===== src/rtl/vlcfg_pkg.sv =====
package vlcfg_pkg;
   localparam int INSN_W  = 32;
   localparam int FIELD_W = 5;
   localparam int IMM_W   = 11;

   localparam logic [6:0] MAJOR_OP = 7'b1010111;
   localparam logic [2:0] MINOR_FN = 3'b111;

   typedef struct packed {
      logic              rsvd;
      logic [IMM_W-1:0]  vlmax;
      logic [FIELD_W-1:0] rs;
      logic [2:0]        fn;
      logic [FIELD_W-1:0] rd;
      logic [6:0]        op;
   } vlcfg_insn_t;
endpackage


===== src/rtl/vlcfg_decode.sv =====
module vlcfg_decode
   import vlcfg_pkg::*;
#(
   parameter int XLEN  = 64,
   parameter int IDX_W = 7
) (
   input  logic                 valid,
   input  logic [INSN_W-1:0]    word,
   output logic                 hit,
   output logic                 illegal,
   output logic [IDX_W-1:0]     rs_idx,
   output logic [IDX_W-1:0]     rd_idx,
   output logic [IMM_W-1:0]     vlmax,
   output logic                 rs_zero,
   output logic                 rd_zero
);
   localparam logic [IMM_W-1:0] LIMIT = IMM_W'(XLEN);

   vlcfg_insn_t f;
   assign f = vlcfg_insn_t'(word);

   generate
      if (IDX_W == FIELD_W) begin : g_idx_same
         assign rs_idx = f.rs;
         assign rd_idx = f.rd;
      end else begin : g_idx_wide
         assign rs_idx = {{(IDX_W-FIELD_W){1'b0}}, f.rs};
         assign rd_idx = {{(IDX_W-FIELD_W){1'b0}}, f.rd};
      end
   endgenerate

   assign vlmax   = f.vlmax;
   assign rs_zero = (f.rs == '0);
   assign rd_zero = (f.rd == '0);
   assign hit     = valid && (f.op == MAJOR_OP) && (f.fn == MINOR_FN);
   assign illegal = hit && (f.rsvd || (f.vlmax > LIMIT));
endmodule


===== src/rtl/vlcfg_clamp.sv =====
module vlcfg_clamp
   import vlcfg_pkg::*;
#(
   parameter int XLEN = 64,
   parameter int VL_W = 7
) (
   input  logic [IMM_W-1:0] vlmax,
   input  logic             rs_zero,
   input  logic [XLEN-1:0]  src,
   output logic [VL_W-1:0]  new_vl
);
   logic             src_big;
   logic [IMM_W-1:0] src_lo;
   logic [IMM_W-1:0] pick;

   assign src_big = (src[XLEN-1:IMM_W] != '0);
   assign src_lo  = src[IMM_W-1:0];

   always_comb begin
      if (rs_zero || src_big || (src_lo >= vlmax)) pick = vlmax;
      else                                         pick = src_lo;
   end

   assign new_vl = pick[VL_W-1:0];
endmodule


===== src/rtl/vlcfg_unit.sv =====
module vlcfg_unit
   import vlcfg_pkg::*;
#(
   parameter int XLEN  = 64,
   parameter int IDX_W = 7
) (
   input  logic              clk,
   input  logic              rst,
   input  logic              insn_valid,
   input  logic [31:0]       insn_word,
   output logic [IDX_W-1:0]  src_idx,
   input  logic [XLEN-1:0]   src_data,
   output logic              wr_en,
   output logic [IDX_W-1:0]  wr_idx,
   output logic [XLEN-1:0]   wr_data,
   output logic              trap_pulse,
   output logic [$clog2(XLEN+1)-1:0] cur_vl
);
   localparam int VL_W = $clog2(XLEN + 1);

   generate
      if (XLEN <= IMM_W || XLEN >= (1 << IMM_W)) begin : g_bad_xlen
         $error("vlcfg_unit: XLEN must lie between IMM_W+1 and 2**IMM_W-1");
      end
      if (IDX_W < FIELD_W) begin : g_bad_idx
         $error("vlcfg_unit: IDX_W narrower than the register field");
      end
   endgenerate

   logic             hit, illegal, rs_zero, rd_zero;
   logic [IMM_W-1:0] vlmax;
   logic [VL_W-1:0]  new_vl;
   logic [VL_W-1:0]  vl_q;
   logic             take;

   vlcfg_decode #(.XLEN(XLEN), .IDX_W(IDX_W)) u_dec (
      .valid   (insn_valid),
      .word    (insn_word),
      .hit     (hit),
      .illegal (illegal),
      .rs_idx  (src_idx),
      .rd_idx  (wr_idx),
      .vlmax   (vlmax),
      .rs_zero (rs_zero),
      .rd_zero (rd_zero)
   );

   vlcfg_clamp #(.XLEN(XLEN), .VL_W(VL_W)) u_clamp (
      .vlmax   (vlmax),
      .rs_zero (rs_zero),
      .src     (src_data),
      .new_vl  (new_vl)
   );

   assign take       = hit && !illegal;
   assign wr_en      = take && !rd_zero;
   assign wr_data    = {{(XLEN-VL_W){1'b0}}, new_vl};
   assign trap_pulse = illegal;
   assign cur_vl     = vl_q;

   always_ff @(posedge clk) begin
      if (rst)       vl_q <= '0;
      else if (take) vl_q <= new_vl;
   end

   // a trap never coexists with a write and needs the strobe
   a_r9_trap_excl: assert property (@(posedge clk) disable iff (rst)
      trap_pulse |-> (insn_valid && !wr_en));
   // no strobe, no effect
   a_r1_idle_quiet: assert property (@(posedge clk) disable iff (rst)
      !insn_valid |-> (!wr_en && !trap_pulse));
   // illegal words hold the vector length
   a_r3_trap_holds_vl: assert property (@(posedge clk) disable iff (rst)
      trap_pulse |=> (cur_vl == $past(cur_vl)));
   // a write lands in the vector-length register on the next edge
   a_r8_vl_follows_write: assert property (@(posedge clk) disable iff (rst)
      wr_en |=> (cur_vl == $past(wr_data[VL_W-1:0])));
   // writes never go to register zero and stay within XLEN
   a_r6_write_bounds: assert property (@(posedge clk) disable iff (rst)
      wr_en |-> ((wr_idx != '0) && (wr_data <= XLEN)));
   // idle cycles keep the vector length
   a_r8_idle_hold: assert property (@(posedge clk) disable iff (rst)
      !insn_valid |=> $stable(cur_vl));
endmodule


===== config.mk =====
export PLATFORM = sky130hd
export DESIGN_NAME = vlcfg_unit
export DESIGN_NICKNAME = d
export VERILOG_FILES = /design/src/rtl/vlcfg_pkg.sv /design/src/rtl/vlcfg_decode.sv /design/src/rtl/vlcfg_clamp.sv /design/src/rtl/vlcfg_unit.sv
export SDC_FILE = /design/constraint.sdc
export NUM_CORES = 1
export LEC_CHECK = 0
export BUFFER_PORTS_ARGS = -buffer_cell sky130_fd_sc_hd__buf_2
export CAP_MARGIN = 40
export CORE_MARGIN = 10
export CORE_UTILIZATION = 29
export DETAILED_ROUTE_END_ITERATION = 7
export PLACE_DENSITY = 0.8
export REMOVE_ABC_BUFFERS = 1
export SYNTH_ARGS = -nofsm -noshare
export SYNTH_HDL_FRONTEND = slang
export SYNTH_SLANG_ARGS = --single-unit

===== constraint.sdc =====
create_clock -name clk -period 1.95 [get_ports clk]
set_clock_uncertainty 0.15 [all_clocks]
set_input_delay 0 -clock clk [delete_from_list [all_inputs] [get_ports clk]]
set_output_delay 0 -clock clk [all_outputs]
set_load 0.005 [all_outputs]

==> impl_metrics.json <==
{
  "clk_latency_ns": 0.23,
  "multi_input_comb_area_um2": 1044,
  "grt.met2_usage_pct": 27.85,
  "rsz0062_at_grt": "yes",
  "ys_warn_count": 0,
  "cts_tree": "yes",
  "worst_setup_path_start_kind": "input port",
  "largest_reg_flops": 7,
  "hold_start": "insn_word[10]",
  "antenna_left": 0,
  "synth-seq-area-share_pct": 10.08,
  "use_met3_pct": 4.923,
  "post_drt_wl_per_cell_um": 16.50,
  "final_cell_mix": "buf_2, conb_1, buf_4",
  "setup_ws_ns": -0.004927,
  "grt_usage_pct": 13.38,
  "grt_pass1_vias": 1711,
  "wirelength_um": 6120,
  "num-fill-cells": 448,
  "synth_area_um2": 1390,
  "grt_max_degree": 16,
  "grt_pass1_wl_um": 8383,
  "status": "finished, violations left",
  "die_h_um": 89.24,
  "cts_root_buf": "clkbuf_8",
  "synth_top_area_share_pct": 38.34,
  "io-pin-count": 186,
  "place_area_um2": 1912,
  "hold_path_class": "input port to output port",
  "power.density_nw_per_um2": 304.0,
  "htree_num_levels": 1,
  "layout.area.seq_um2": 140.1,
  "synth_xor_xnor_area_share_pct": 0,
  "synth_edf_count": 0,
  "synth-main-ff-cell": "dfxtp_1",
  "antenna_cells": 0,
  "report.final.slew_viol_count": 0,
  "antenna_found_initial": 0,
  "syn2layout_area_growth_pct": 60.22,
  "layout_commonest_cell": "buf_2",
  "synth_top_family_by_area": "buffers and inverters",
  "irDropWorstVdd_mv": 0.2742,
  "holdPathStages": 2,
  "vias": 1538,
  "design_area_um2": 2227,
  "hold_viol": 0,
  "r2r_cells": 2,
  "synth_cell_types": 27,
  "synth_area_leaders": "buf_4, dfxtp_1, ha_1",
  "drc": 0,
  "finalSetupViolations": 2,
  "cts.sinks": 7,
  "dieArea_um2": 7963,
  "ctsLongestPathBuffers": 2,
  "syn_area_per_cell_um2": 7.898,
  "synth_compound_area_share_pct": 13.23,
  "drive_gt1_share_pct": 58.04,
  "die_w_um": 89.24,
  "yosys.area_share.simple_pct": 17.46,
  "hold_end": "wr_idx[3]",
  "synthArstFlopShare_pct": 0,
  "grt_busiest_layer": "met2",
  "violations": "negative setup slack",
  "crit_arrival_ns": 1.80,
  "syn_inst": 176,
  "drt_iter0_drc": 14,
  "cts-buffers-inserted": 3,
  "synth_seq_cells": 7,
  "start_util_pct": 29.63,
  "rrSetupSlack_ns": 1.14,
  "viasPerCell": 4.146,
  "met1_usage_pct": 11.26,
  "worst_setup_path_end_kind": "output port",
  "port_buffers": 124,
  "nNetsFinal": 428,
  "utilization_pct": 47.47,
  "r2r_start": "cur_vl[3]",
  "synthMuxAreaShare_pct": 5.041,
  "yosysTopAreaCell": "buf_4",
  "drv_cap": 0,
  "p_leak_nw": 1.212,
  "critPathMaxFanout": 7,
  "min_period_ns": 1.955,
  "place_hpwl_um": 5300,
  "post_synth_fa_ha_maj_area_fraction_pct": 9.901,
  "grt-ovfl-total": 0,
  "crit_type": "input port to output port",
  "worstPathRequired_ns": 1.80,
  "r2r-end": "cur_vl[3]",
  "fin_crit_sh_pct": 100.3,
  "fmax_mhz": 511.5,
  "rows": 25,
  "gp_congestion": 0.7667,
  "drt-pass1-iter-count": 2,
  "design.core.area_um2": 4692
}
==> synthesized netlist by cell type, types with 3 or more instances <==
| library cell | n |
|---|---|
| nand3_1 | 3 |
| dfxtp_1 | 7 |
| a21oi_1 | 3 |
| buf_4 | 71 |
| a211oi_2 | 7 |
| mux2i_1 | 7 |
| nand4_1 | 4 |
| nor2_1 | 9 |
| nor4_1 | 14 |
| ha_1 | 11 |
| inv_1 | 18 |
| nor3_1 | 3 |
==> worst max path at each step <==
stage / startpoint / end / slack, ns / depth (start not counted)
4_1_cts: insn_word[20] / wr_data[4] / 0.005 / 10
2_1_floorplan: insn_word[26] / cur_vl[0] / 0.02 / 7
3_5_place_dp: insn_word[30] / cur_vl[5] / -0.18 / 10
6_report: src_data[0] / wr_data[2] / -0.005 / 11
3_3_place_gp: insn_word[30] / cur_vl[1] / -0.12 / 10
5_1_grt: src_data[0] / wr_data[4] / -0.07 / 11
==> routing by layer <==
layer | routed length, µm | vias up
met3 | 755 | 6
met5 | 0 | -
met4 | 59 | 0
met1 | 1885 | 676
met2 | 3420 | 93
li1 | - | 763
==> worst max-delay path: stages <==
cell and delay [ns]:
buf_8 0.08, inv_4 0.03, ha_4 0.24, nand2b_4 0.11, a211oi_2 0.07, o311a_1 0.37, o311ai_4 0.27, buf_12 0.20
mux2i_4 0.25, inv_1 0.06, buf_2 0.12
==> report_power, final <==
| part | internal [mW] | switching, mW |
|---|---|---|
| clock | 0.142 | 0.0678 |
| sequential | 0.144 | 0.00000114 |
| combinational | 0.168 | 0.156 |
| total | 0.453 | 0.224 |
==> per-stage QoR <==
stage	instances	setup TNS, ns	power, mW	hold WS [ns]	setup WS [ns]
2_1_floorplan	164	0	0.2327	-0.1500	0.02256
3_3_place_gp	359	-1.112	0.3951	0.03007	-0.1211
6_report	371	-0.007653	0.6771	0.03397	-0.004927
3_5_place_dp	359	-1.522	0.4010	0.03638	-0.1781
5_1_grt	371	-0.4472	0.7246	0.04375	-0.07080
4_1_cts	370	0	0.6572	0.03660	0.004762
==> logic make-up after synthesis <==
| group | count (synthesis) |
|---|---|
| buf+inv | 90 |
| simple gates | 42 |
| compound gates | 18 |
| fa+ha+maj | 11 |
| mux | 7 |
| flops | 7 |
| other cells | 1 |
==> area by class of cell <==
cell class / count / area share, %
well taps: 54 / 3.034
flip-flops and latches: 7 / 6.292
multi-input cells: 139 / 46.85
repair buffers: 149 / 38.65
clock buffers: 4 / 2.022
inverters: 18 / 3.146
==> what timing repair did <==
item | in CTS | in global routing
endpoints found under the hold margin | 7 | 0
resized for setup | 29 | 9
hold buffers | 1 | 0
buffers inserted | 6 | 1
endpoints found under the setup margin | 8 | 14
pin swaps | 6 | 5
(Power assumes the default switching activity.)
